## src/rtl/spi_fifo_master.sv

```systemverilog
`timescale 1ns/1ps
module spi_fifo_master #(
  parameter int unsigned CPHA     = 0,
  parameter int unsigned CPOL     = 0,
  parameter logic [23:0] DIV      = 24'h003E80,
  parameter int unsigned TX_DEPTH = 8,
  parameter int unsigned RX_DEPTH = 8
) (
  input  logic       clk,
  input  logic       rst_n,
  input  logic [7:0] tx_wdata,
  input  logic       tx_push,
  output logic       tx_full,
  output logic       tx_empty,
  output logic [7:0] rx_rdata,
  input  logic       rx_pop,
  output logic       rx_empty,
  output logic       rx_full,
  input  logic       stall_clr,
  output logic       stalled,
  output logic       sck,
  output logic       mosi,
  input  logic       miso
);
  localparam int unsigned TAW = (TX_DEPTH > 1) ? $clog2(TX_DEPTH) : 1;
  localparam int unsigned RAW = (RX_DEPTH > 1) ? $clog2(RX_DEPTH) : 1;
  localparam logic [TAW-1:0] TX_LAST = TAW'(TX_DEPTH - 1);
  localparam logic [RAW-1:0] RX_LAST = RAW'(RX_DEPTH - 1);
  localparam logic [TAW:0]   TX_N    = (TAW+1)'(TX_DEPTH);
  localparam logic [RAW:0]   RX_N    = (RAW+1)'(RX_DEPTH);
  localparam logic [24:0]    ONE     = 25'h000100;
  localparam logic [24:0]    DIVC    = ({1'b0, DIV} < ONE) ? ONE : {1'b0, DIV};

  logic [24:0] acc, acc_sum;
  logic        tick;

  assign acc_sum = acc + ONE;
  assign tick    = acc_sum >= DIVC;

  always_ff @(posedge clk) begin
    if (!rst_n) acc <= '0;
    else        acc <= tick ? acc_sum - DIVC : acc_sum;
  end

  logic [7:0]     tx_mem [TX_DEPTH];
  logic [TAW-1:0] tx_rp, tx_wp;
  logic [TAW:0]   tx_cnt;
  logic           tx_wr, tx_rd;

  logic [7:0]     rx_mem [RX_DEPTH];
  logic [RAW-1:0] rx_rp, rx_wp;
  logic [RAW:0]   rx_cnt;
  logic           rx_wr, rx_rd;
  logic [7:0]     rx_in;

  assign tx_full  = tx_cnt == TX_N;
  assign tx_empty = tx_cnt == '0;
  assign rx_full  = rx_cnt == RX_N;
  assign rx_empty = rx_cnt == '0;
  assign rx_rdata = rx_mem[rx_rp];
  assign tx_wr    = tx_push && !tx_full;
  assign rx_rd    = rx_pop && !rx_empty;

  always_ff @(posedge clk) begin
    if (tx_wr) tx_mem[tx_wp] <= tx_wdata;
    if (rx_wr) rx_mem[rx_wp] <= rx_in;
  end

  always_ff @(posedge clk) begin
    if (!rst_n) begin
      tx_rp <= '0; tx_wp <= '0; tx_cnt <= '0;
      rx_rp <= '0; rx_wp <= '0; rx_cnt <= '0;
    end else begin
      if (tx_wr) tx_wp <= (tx_wp == TX_LAST) ? '0 : tx_wp + 1'b1;
      if (tx_rd) tx_rp <= (tx_rp == TX_LAST) ? '0 : tx_rp + 1'b1;
      if (rx_wr) rx_wp <= (rx_wp == RX_LAST) ? '0 : rx_wp + 1'b1;
      if (rx_rd) rx_rp <= (rx_rp == RX_LAST) ? '0 : rx_rp + 1'b1;
      tx_cnt <= tx_cnt + (TAW+1)'(tx_wr) - (TAW+1)'(tx_rd);
      rx_cnt <= rx_cnt + (RAW+1)'(rx_wr) - (RAW+1)'(rx_rd);
    end
  end

  logic [1:0] ph;
  logic [2:0] bc;
  logic [7:0] txsh, rxsh;
  logic       stall_q, flag, sck_i, mosi_q;
  logic       at_start, go;

  assign at_start = (ph == 2'd0) && (bc == 3'd0);
  assign go       = !tx_empty && !rx_full;
  assign tx_rd    = tick && at_start && go;
  assign rx_wr    = tick && (ph == 2'd3) && (bc == 3'd7);
  assign rx_in    = (CPHA != 0) ? {rxsh[6:0], miso} : rxsh;

  always_ff @(posedge clk) begin
    if (!rst_n) begin
      ph <= '0; bc <= '0; txsh <= '0; rxsh <= '0;
      stall_q <= 1'b1; flag <= 1'b1; sck_i <= 1'b0; mosi_q <= 1'b0;
    end else begin
      if (stall_clr) flag <= 1'b0;
      if (tick) begin
        case (ph)
          2'd0: begin
            sck_i <= 1'b0;
            if (bc == 3'd0 && !go) begin
              if (!stall_q) begin
                stall_q <= 1'b1;
                flag    <= 1'b1;
              end
            end else begin
              ph <= 2'd1;
              if (bc == 3'd0) begin
                txsh    <= tx_mem[tx_rp];
                stall_q <= 1'b0;
                flag    <= 1'b0;
              end
              if (CPHA == 0) mosi_q <= (bc == 3'd0) ? tx_mem[tx_rp][7] : txsh[7];
            end
          end
          2'd1: begin
            ph <= 2'd2;
            if (CPHA != 0) begin
              sck_i  <= 1'b1;
              mosi_q <= txsh[7];
            end
          end
          2'd2: begin
            ph <= 2'd3;
            if (CPHA == 0) begin
              sck_i <= 1'b1;
              rxsh  <= {rxsh[6:0], miso};
            end
          end
          2'd3: begin
            ph   <= 2'd0;
            bc   <= bc + 3'd1;
            txsh <= {txsh[6:0], 1'b0};
            if (CPHA != 0) begin
              sck_i <= 1'b0;
              rxsh  <= {rxsh[6:0], miso};
            end
          end
        endcase
      end
    end
  end

  assign sck     = sck_i ^ (CPOL != 0);
  assign mosi    = mosi_q;
  assign stalled = flag;
endmodule


```

## config.mk

```make
export PLATFORM = sky130hd
export DESIGN_NAME = spi_fifo_master
export DESIGN_NICKNAME = d
export VERILOG_FILES = /design/src/rtl/spi_fifo_master.sv
export SDC_FILE = /design/constraint.sdc
export NUM_CORES = 1
export LEC_CHECK = 0
export CORE_MARGIN = 3
export CORE_UTILIZATION = 35
export CTS_CLUSTER_DIAMETER = 60
export DETAILED_ROUTE_END_ITERATION = 10
export DONT_BUFFER_PORTS = 1
export GPL_TIMING_DRIVEN = 0
export PLACE_DENSITY = 0.56
export SETUP_SLACK_MARGIN = 0.4
export SLEW_MARGIN = 10
export SYNTH_ARGS = -nofsm -noshare
export SYNTH_HDL_FRONTEND = slang
export SYNTH_SLANG_ARGS = --single-unit
```

## constraint.sdc

```tcl
create_clock -name clk -period 5.2 [get_ports clk]
set_clock_uncertainty 0.1 [all_clocks]
set_input_delay 0.26 -clock clk [delete_from_list [all_inputs] [get_ports clk]]
set_output_delay 0.26 -clock clk [all_outputs]
set_load 0.03 [all_outputs]
```

==> metrics, run 1 <==
status=finished, final reports clean; number of instances resized during post-cts repair=0; final clock period utilization by the worst path=79.84%; worst hold path class=input port to register; vias in the first global route=5470; clk slew on worst S/H paths=0.08 ns; wirelength, routed=18010 um; area post-placement=9303 um^2; total power per unit cell area=483.8 nW/um^2; initial antenna violation count=1; Hold Vio Cnt, Final=0; number of setup violations in the final report=0; hold path startpoint=rx_pop; CP startpoint kind=register; transition time at the pin with the least slew margin=0.9138 ns; maximum number of pins on one net before global-route repair=24; Async S/R FF share, synth=0%; final layout net count=729; critical path's slowest cell=sky130_fd_sc_hd__nor4_4; Cell Area, Synth=8748 um^2; switching pwr=0.001693 W; count of different cell masters after synthesis=65; launch point of the worst path=acc[8]; critical path's most frequent cell=sky130_fd_sc_hd__ha_1; Port Buffers=0; Leak=3.482 nW; critical-path cell list=ha_1 -> nand3_2 -> nor4_1 -> xnor2_1 -> nand2_1 -> nor4_4 -> nor3_4 -> ha_1 -> inv_1 -> ha_1 -> inv_1 -> fa_1 -> xor2_1 -> nor2_1; overall fraction of global-route tracks in use=14.11%; FF-to-FF Start=acc[8]; internal power=0.003173 W; Iter 0 DRT Violations=311; Core Box Area=24460 um^2; via count=5260; Sw Share=34.80%; syn nets=690; Arr. time, crit path=4.35 ns; detailed-route DRC error count=0; via count normalized by instance count=5.162; relative contribution of the clock network to total power=29.1%; average instance area after synthesis=13.61 um^2; first drt pass iteration count=4; clock tree from TritonCTS=built; warnings from Yosys=0; number of clock sinks seen by CTS=197; clock latency reported for the late side of the worst-skew pair=0.44 ns; max-slew violation total from the final report=0; CTS Buf Count=17; maximum resistive drop on vdd=0.0002726 V; RR Endpoint=tx_cnt[2]; sequential cell fraction of total power=40.4%; WP data required=5.39 ns; fraction of the yosys area taken by sequential cells=59.73%; share of cells above drive strength 1=18.42%; element type at the critical path end=register; RSZ-0062 raised after global routing=no; hold path depth=3; commonest cells after routing, fill and taps aside=sky130_fd_sc_hd__edfxtp_1 (128), sky130_fd_sc_hd__dfxtp_1 (69), sky130_fd_sc_hd__nand2_1 (54); number of H-tree levels=4; wire length of the first global-routing pass=29210 um; number of routed nets with antenna violations=0; CP Max Fanout=8; CP bufs+invs=2; area overhead of the layout relative to synthesis=14.97%; fraction of power consumed by combinational cells=30.5%; FP Rows=57; die outline height=164.1 um; number of placed I/O pins=29; final total negative setup slack=0 ns; starting density of the core=35.76%; floorplan die width=164.1 um; maximum clock insertion buffer count=2; placer's final routability congestion estimate=0.8615; antenna cell count=0; average routed wire per standard cell=17.68 um; relative max-transition margin=38.85%; CP top delay family=simple AND/OR/NAND/NOR gates; top_reg_cell synth=sky130_fd_sc_hd__edfxtp_1; CTS Root Buffer Type=sky130_fd_sc_hd__clkbuf_16; number of enable-type register cells in the synthesized netlist=128; worst reg2reg path depth=14; time the worst path needs with I/O delays and setup=4.152 ns; most frequent standard cell in the layout excluding fill and tap cells=sky130_fd_sc_hd__edfxtp_1; timing-limited maximum frequency=240.9 MHz; number of flip-flops and latches in the synthesized netlist=197; Reg2Reg Setup Slack=1.05 ns; delay of the slowest critical-path stage=0.61 ns; Post CTS Setup Buffer Count=0; post-detailed-placement half-perimeter wirelength=12730 um; crit path kind=register to register; total congestion overflow=0; gate count of the mapped netlist=643; Layout Cell Area excl Fill=10060 um^2; number of violations of the max-capacitance limit=0; die outline area=26930 um^2
[area by class of cell]
cell class | instances | area [um^2]
Fill cell | 2212 | 14400
Sequential cell | 197 | 5225
Multi-Input combinational cell | 384 | 3327
Clock buffer | 17 | 425.4
Tap cell | 324 | 405.4
Clock inverter | 15 | 230.2
Timing Repair Buffer | 20 | 175.2
Buffer | 31 | 153.9
Inverter | 31 | 116.4
[cell usage after synthesis, types with 7 or more instances]
cell type / number / share of area (%)
sky130_fd_sc_hd__a21oi_1: 17 / 0.97
sky130_fd_sc_hd__and2_1: 7 / 0.50
sky130_fd_sc_hd__clkbuf_1: 14 / 0.60
sky130_fd_sc_hd__dfxtp_1: 69 / 16
sky130_fd_sc_hd__edfxtp_1: 128 / 44
sky130_fd_sc_hd__ha_1: 31 / 4.4
sky130_fd_sc_hd__inv_1: 30 / 1.3
sky130_fd_sc_hd__mux2_2: 8 / 1.0
sky130_fd_sc_hd__mux2i_1: 26 / 3.0
sky130_fd_sc_hd__mux4_2: 32 / 8.2
sky130_fd_sc_hd__nand2_1: 54 / 2.3
sky130_fd_sc_hd__nand3_1: 19 / 1.1
sky130_fd_sc_hd__nor2_1: 28 / 1.2
sky130_fd_sc_hd__nor3_1: 25 / 1.4
sky130_fd_sc_hd__nor4_1: 9 / 0.64
sky130_fd_sc_hd__o211ai_1: 10 / 0.86
sky130_fd_sc_hd__o21ai_0: 18 / 1.0
sky130_fd_sc_hd__xnor2_1: 15 / 1.5
sky130_fd_sc_hd__xor2_1: 9 / 0.90
[power groups by stage]
| stage | Combinational, W | Sequential [W] | Clock [W] |
|---|---|---|---|
| 2_1_floorplan | 0.00120 | 0.00196 | 0 |
| 3_3_place_gp | 0.00143 | 0.00199 | 0 |
| 3_5_place_dp | 0.00149 | 0.00200 | 0 |
| 4_1_cts | 0.00151 | 0.00197 | 0.00145 |
| 5_1_grt | 0.00166 | 0.00199 | 0.00151 |
| 6_report | 0.00148 | 0.00197 | 0.00142 |
[layer usage]
layer	vias up	share of wire (%)	global-route usage, %
li1	2507	-	-
met1	2625	41	16.99
met2	105	52	24.43
met3	21	4.8	3.506
met4	2	1.6	5.267
met5	-	0.072	0
[sequential cells by signal, indices dropped and copies added, names as in the netlist, named ones only]
name and cells:
rx_in 8, tx_rp 3, acc 18, sck 1, ph 2, tx_wp 3, stalled 1, bc 3
tx_cnt 4, rx_mem 64, mosi 1, rx_cnt 4, tx_mem 64, rx_wp 3, stall_q 1, rx_rp 3
txsh 8
[worst max path at each step]
stage	endpoint	cells after the start
floorplan	rx_mem[2][0]	8
global placement	rx_mem[1][3]	8
detailed placement	tx_cnt[2]	14
CTS	tx_cnt[2]	14
global route	tx_cnt[2]	14
finish	tx_cnt[2]	14
[what timing repair did]
item	CTS	global route
endpoints found under the hold margin	66	0
setup endpoints to repair	0	0
hold buffers	10	0
[tightest hold or removal path, stage by stage]
cell	delay, ns
sky130_fd_sc_hd__nand2b_1	0.11
sky130_fd_sc_hd__nand2_1	0.10
sky130_fd_sc_hd__a21oi_1	0.07
[through the flow]
step / instances / power, W / utilization [%] / worst slack, ns / hold slack [ns]
after floorplan: 643 / 0.003159 / - / 1.639 / 0.2589
after global placement: 967 / 0.003420 / 37.42 / 0.5938 / 0.2592
after detailed placement: 977 / 0.003489 / 38.03 / 1.052 / 0.2593
after CTS: 1019 / 0.004919 / 41.12 / 1.020 / 0.04253
after global routing: 1019 / 0.005152 / 41.12 / 0.7802 / 0.06093
final: 1019 / 0.004867 / 41.12 / 1.048 / 0.05568
[cell families after synthesis]
family,share of synthesized area [%]
adder cells (fa/ha/maj),4.891
buffers and inverters,3.089
multiplexers,12.24
flip-flops,59.73
AND/OR/NAND/NOR,11.06
XOR/XNOR,2.403
AO/OA/AOI/OAI,6.593
No activity file was read; power rests on OpenSTA's default activity.
==> run 2, diff against run 1 <==
==> constraint.sdc (replaced) <==
create_clock -name clk -period 4 [get_ports clk]
set_clock_uncertainty 0.1 [all_clocks]
set_input_delay 0.2 -clock clk [delete_from_list [all_inputs] [get_ports clk]]
set_output_delay 0.2 -clock clk [all_outputs]
set_load 0.03 [all_outputs]
==> run 2 against run 1 <==
- largest cell class unchanged
- critical path type unchanged
- hold slack improved by 0.14 ns
- largest power group unchanged
- highest routed layer unchanged
- non-clock buffer count rose by 21
- worst setup slack got worse by 0.49 ns
- clock power rose by 30%
==> metrics, run 2 (synthesis gave the netlist of run 1 again) <==
time the worst path needs with I/O delays and setup=3.442 ns (-0.7102 ns); RSZ-0062 raised after global routing=no; number of routed nets with antenna violations=0 (unchanged); CP Max Fanout=8 (unchanged); wirelength, routed=18550 um (+3.0%); total power per unit cell area=624.5 nW/um^2 (+29%); most frequent standard cell in the layout excluding fill and tap cells=sky130_fd_sc_hd__edfxtp_1; combined flip-flop and latch cell area=5234 um^2 (+0.17%); number of violations of the max-capacitance limit=0 (unchanged); initial antenna violation count=1 (unchanged); maximum number of pins on one net before global-route repair=24 (unchanged); CTS Root Buffer Type=sky130_fd_sc_hd__clkbuf_16; maximum resistive drop on vdd=0.0003505 V (+29%); Leak=3.683 nW (+5.8%); CP startpoint kind=register; clock tree from TritonCTS=built; CP top delay family=adder cells; Iter 0 DRT Violations=300 (-3.5%); commonest cells after routing, fill and taps aside=sky130_fd_sc_hd__edfxtp_1 (128), sky130_fd_sc_hd__dfxtp_1 (66), sky130_fd_sc_hd__nand2_1 (53); relative max-transition margin=38.29% (-0.57 points); clock latency reported for the late side of the worst-skew pair=0.43 ns (about the same); crit path kind=register to register; largest registers=rx_mem: 64 flops, tx_mem: 64 flops, acc: 18 flops; status=finished, final reports clean; Hold Vio Cnt, Final=0 (unchanged); overall fraction of global-route tracks in use=14.21% (+0.10 points); area post-placement=9303 um^2 (unchanged); cell total after placement=977 (unchanged); critical-path cell list=ha_4 -> nand3_4 -> nor2_1 -> xor2_1 -> o311ai_4 -> o41a_4 -> clkinv_8 -> ha_2 -> inv_1 -> ha_1 -> inv_1 -> fa_1 -> xor2_1 -> nor2_1; share of cells above drive strength 1=23.60% (+5.2 points); FILL cells=2188 (-1.1%); area overhead of the layout relative to synthesis=19.48%; transition time at the pin with the least slew margin=0.9223 ns (+0.008487 ns); final clock period utilization by the worst path=86.04% (+6.2 points); via count normalized by instance count=5.138 (-0.45%); number of H-tree levels=4 (unchanged); timing-limited maximum frequency=290.6 MHz (+21%); critical path's slowest cell=sky130_fd_sc_hd__o41a_4; via count=5344 (+1.6%); total congestion overflow=0 (unchanged); final layout net count=750 (+2.9%); WP data required=4.20 ns (-1.19 ns); die outline height=164.1 um (unchanged); number of clock sinks seen by CTS=197 (unchanged); CTS Buf Count=17 (unchanged); Core Box Area=24460 um^2 (unchanged); max-slew violation total from the final report=0 (unchanged); starting density of the core=35.76% (unchanged); vias in the first global route=5507 (+0.68%); area taken by multi-input logic gates=3537 um^2 (+6.3%); die outline area=26930 um^2 (unchanged); floorplan die width=164.1 um (unchanged); post-detailed-placement half-perimeter wirelength=12730 um (unchanged); delay of the slowest critical-path stage=0.45 ns (-0.16 ns); FP Rows=57 (unchanged); first drt pass iteration count=4 (unchanged); clk slew on worst S/H paths=0.08 ns (about the same); number of placed I/O pins=29 (unchanged); antenna cell count=0 (unchanged); CP bufs+invs=3 (+1); average routed wire per standard cell=17.84 um (+0.91%); number of setup violations in the final report=0 (unchanged); maximum clock insertion buffer count=2 (unchanged); Final Instance Count excl. Fillers=1040 (+2.1%); detailed-route DRC error count=0 (unchanged); element type at the critical path end=register; worst hold path class=input port to register; wire length of the first global-routing pass=29400 um (+0.66%); placer's final routability congestion estimate=0.8615 (unchanged); Layout Cell Area excl Fill=10450 um^2 (+3.9%); Port Buffers=0 (unchanged); Arr. time, crit path=3.65 ns (-0.70 ns)
## run 2: cell type report
cell class	count	share of cell area, %
clock buffer	17	4.070
sequential	197	50.07
buffer	31	1.496
inverter	31	1.233
multi-input combinational	384	33.84
timing repair buffer	41	3.208
clock inverter	15	2.203
tap	324	3.878
## run 2: power breakdown
part	internal, W	switching [W]
sequential	0.00238	0.000197
clock	0.000938	0.000903
combinational	0.000923	0.00118
## run 2: per-stage QoR
step                power (W)  utilization, %  setup WS (ns)  TNS, ns  hold WS (ns)
finish               0.006528           42.73         0.5583        0        0.1961
global route         0.006901           42.73         0.3779        0        0.2267
CTS                  0.006432           41.51         0.4103        0        0.1962
detailed placement   0.004535           38.03        -0.1483  -0.5709        0.1993
global placement     0.004446           37.42        -0.6062   -25.64        0.1992
floorplan            0.004107               -         0.4387        0        0.1989
## run 2: per-layer routing
metal,track usage (%),wire [um],vias up
li1,-,-,2543
met1,17.13,7626,2687
met2,24.48,9748,87
met3,3.531,800,25
met4,5.498,363,2
met5,0,13,-
## run 2: worst min-delay path, stage by stage
cell	delay, ns
sky130_fd_sc_hd__clkbuf_1	0.14
sky130_fd_sc_hd__inv_1	0.23
sky130_fd_sc_hd__o41ai_1	0.11
## run 2: worst paths after layout
path	startpoint	endpoint	slack (ns)	depth (start not counted)
max reg2reg	acc[8]	rx_cnt[2]	0.56	14
max	acc[8]	rx_cnt[2]	0.56	14
min reg2reg	txsh[5]	txsh[5]	0.38	2
min	rst_n	txsh[0]	0.20	3
## run 2: what timing repair did
item / in CTS / in global routing
gates cloned: 0 / 0
pin swaps: 4 / 12
resized for setup: 13 / 30
endpoints found under the setup margin: 49 / 6
hold buffers: 11 / 0
setup buffers: 4 / 16
endpoints found under the hold margin: 70 / 0
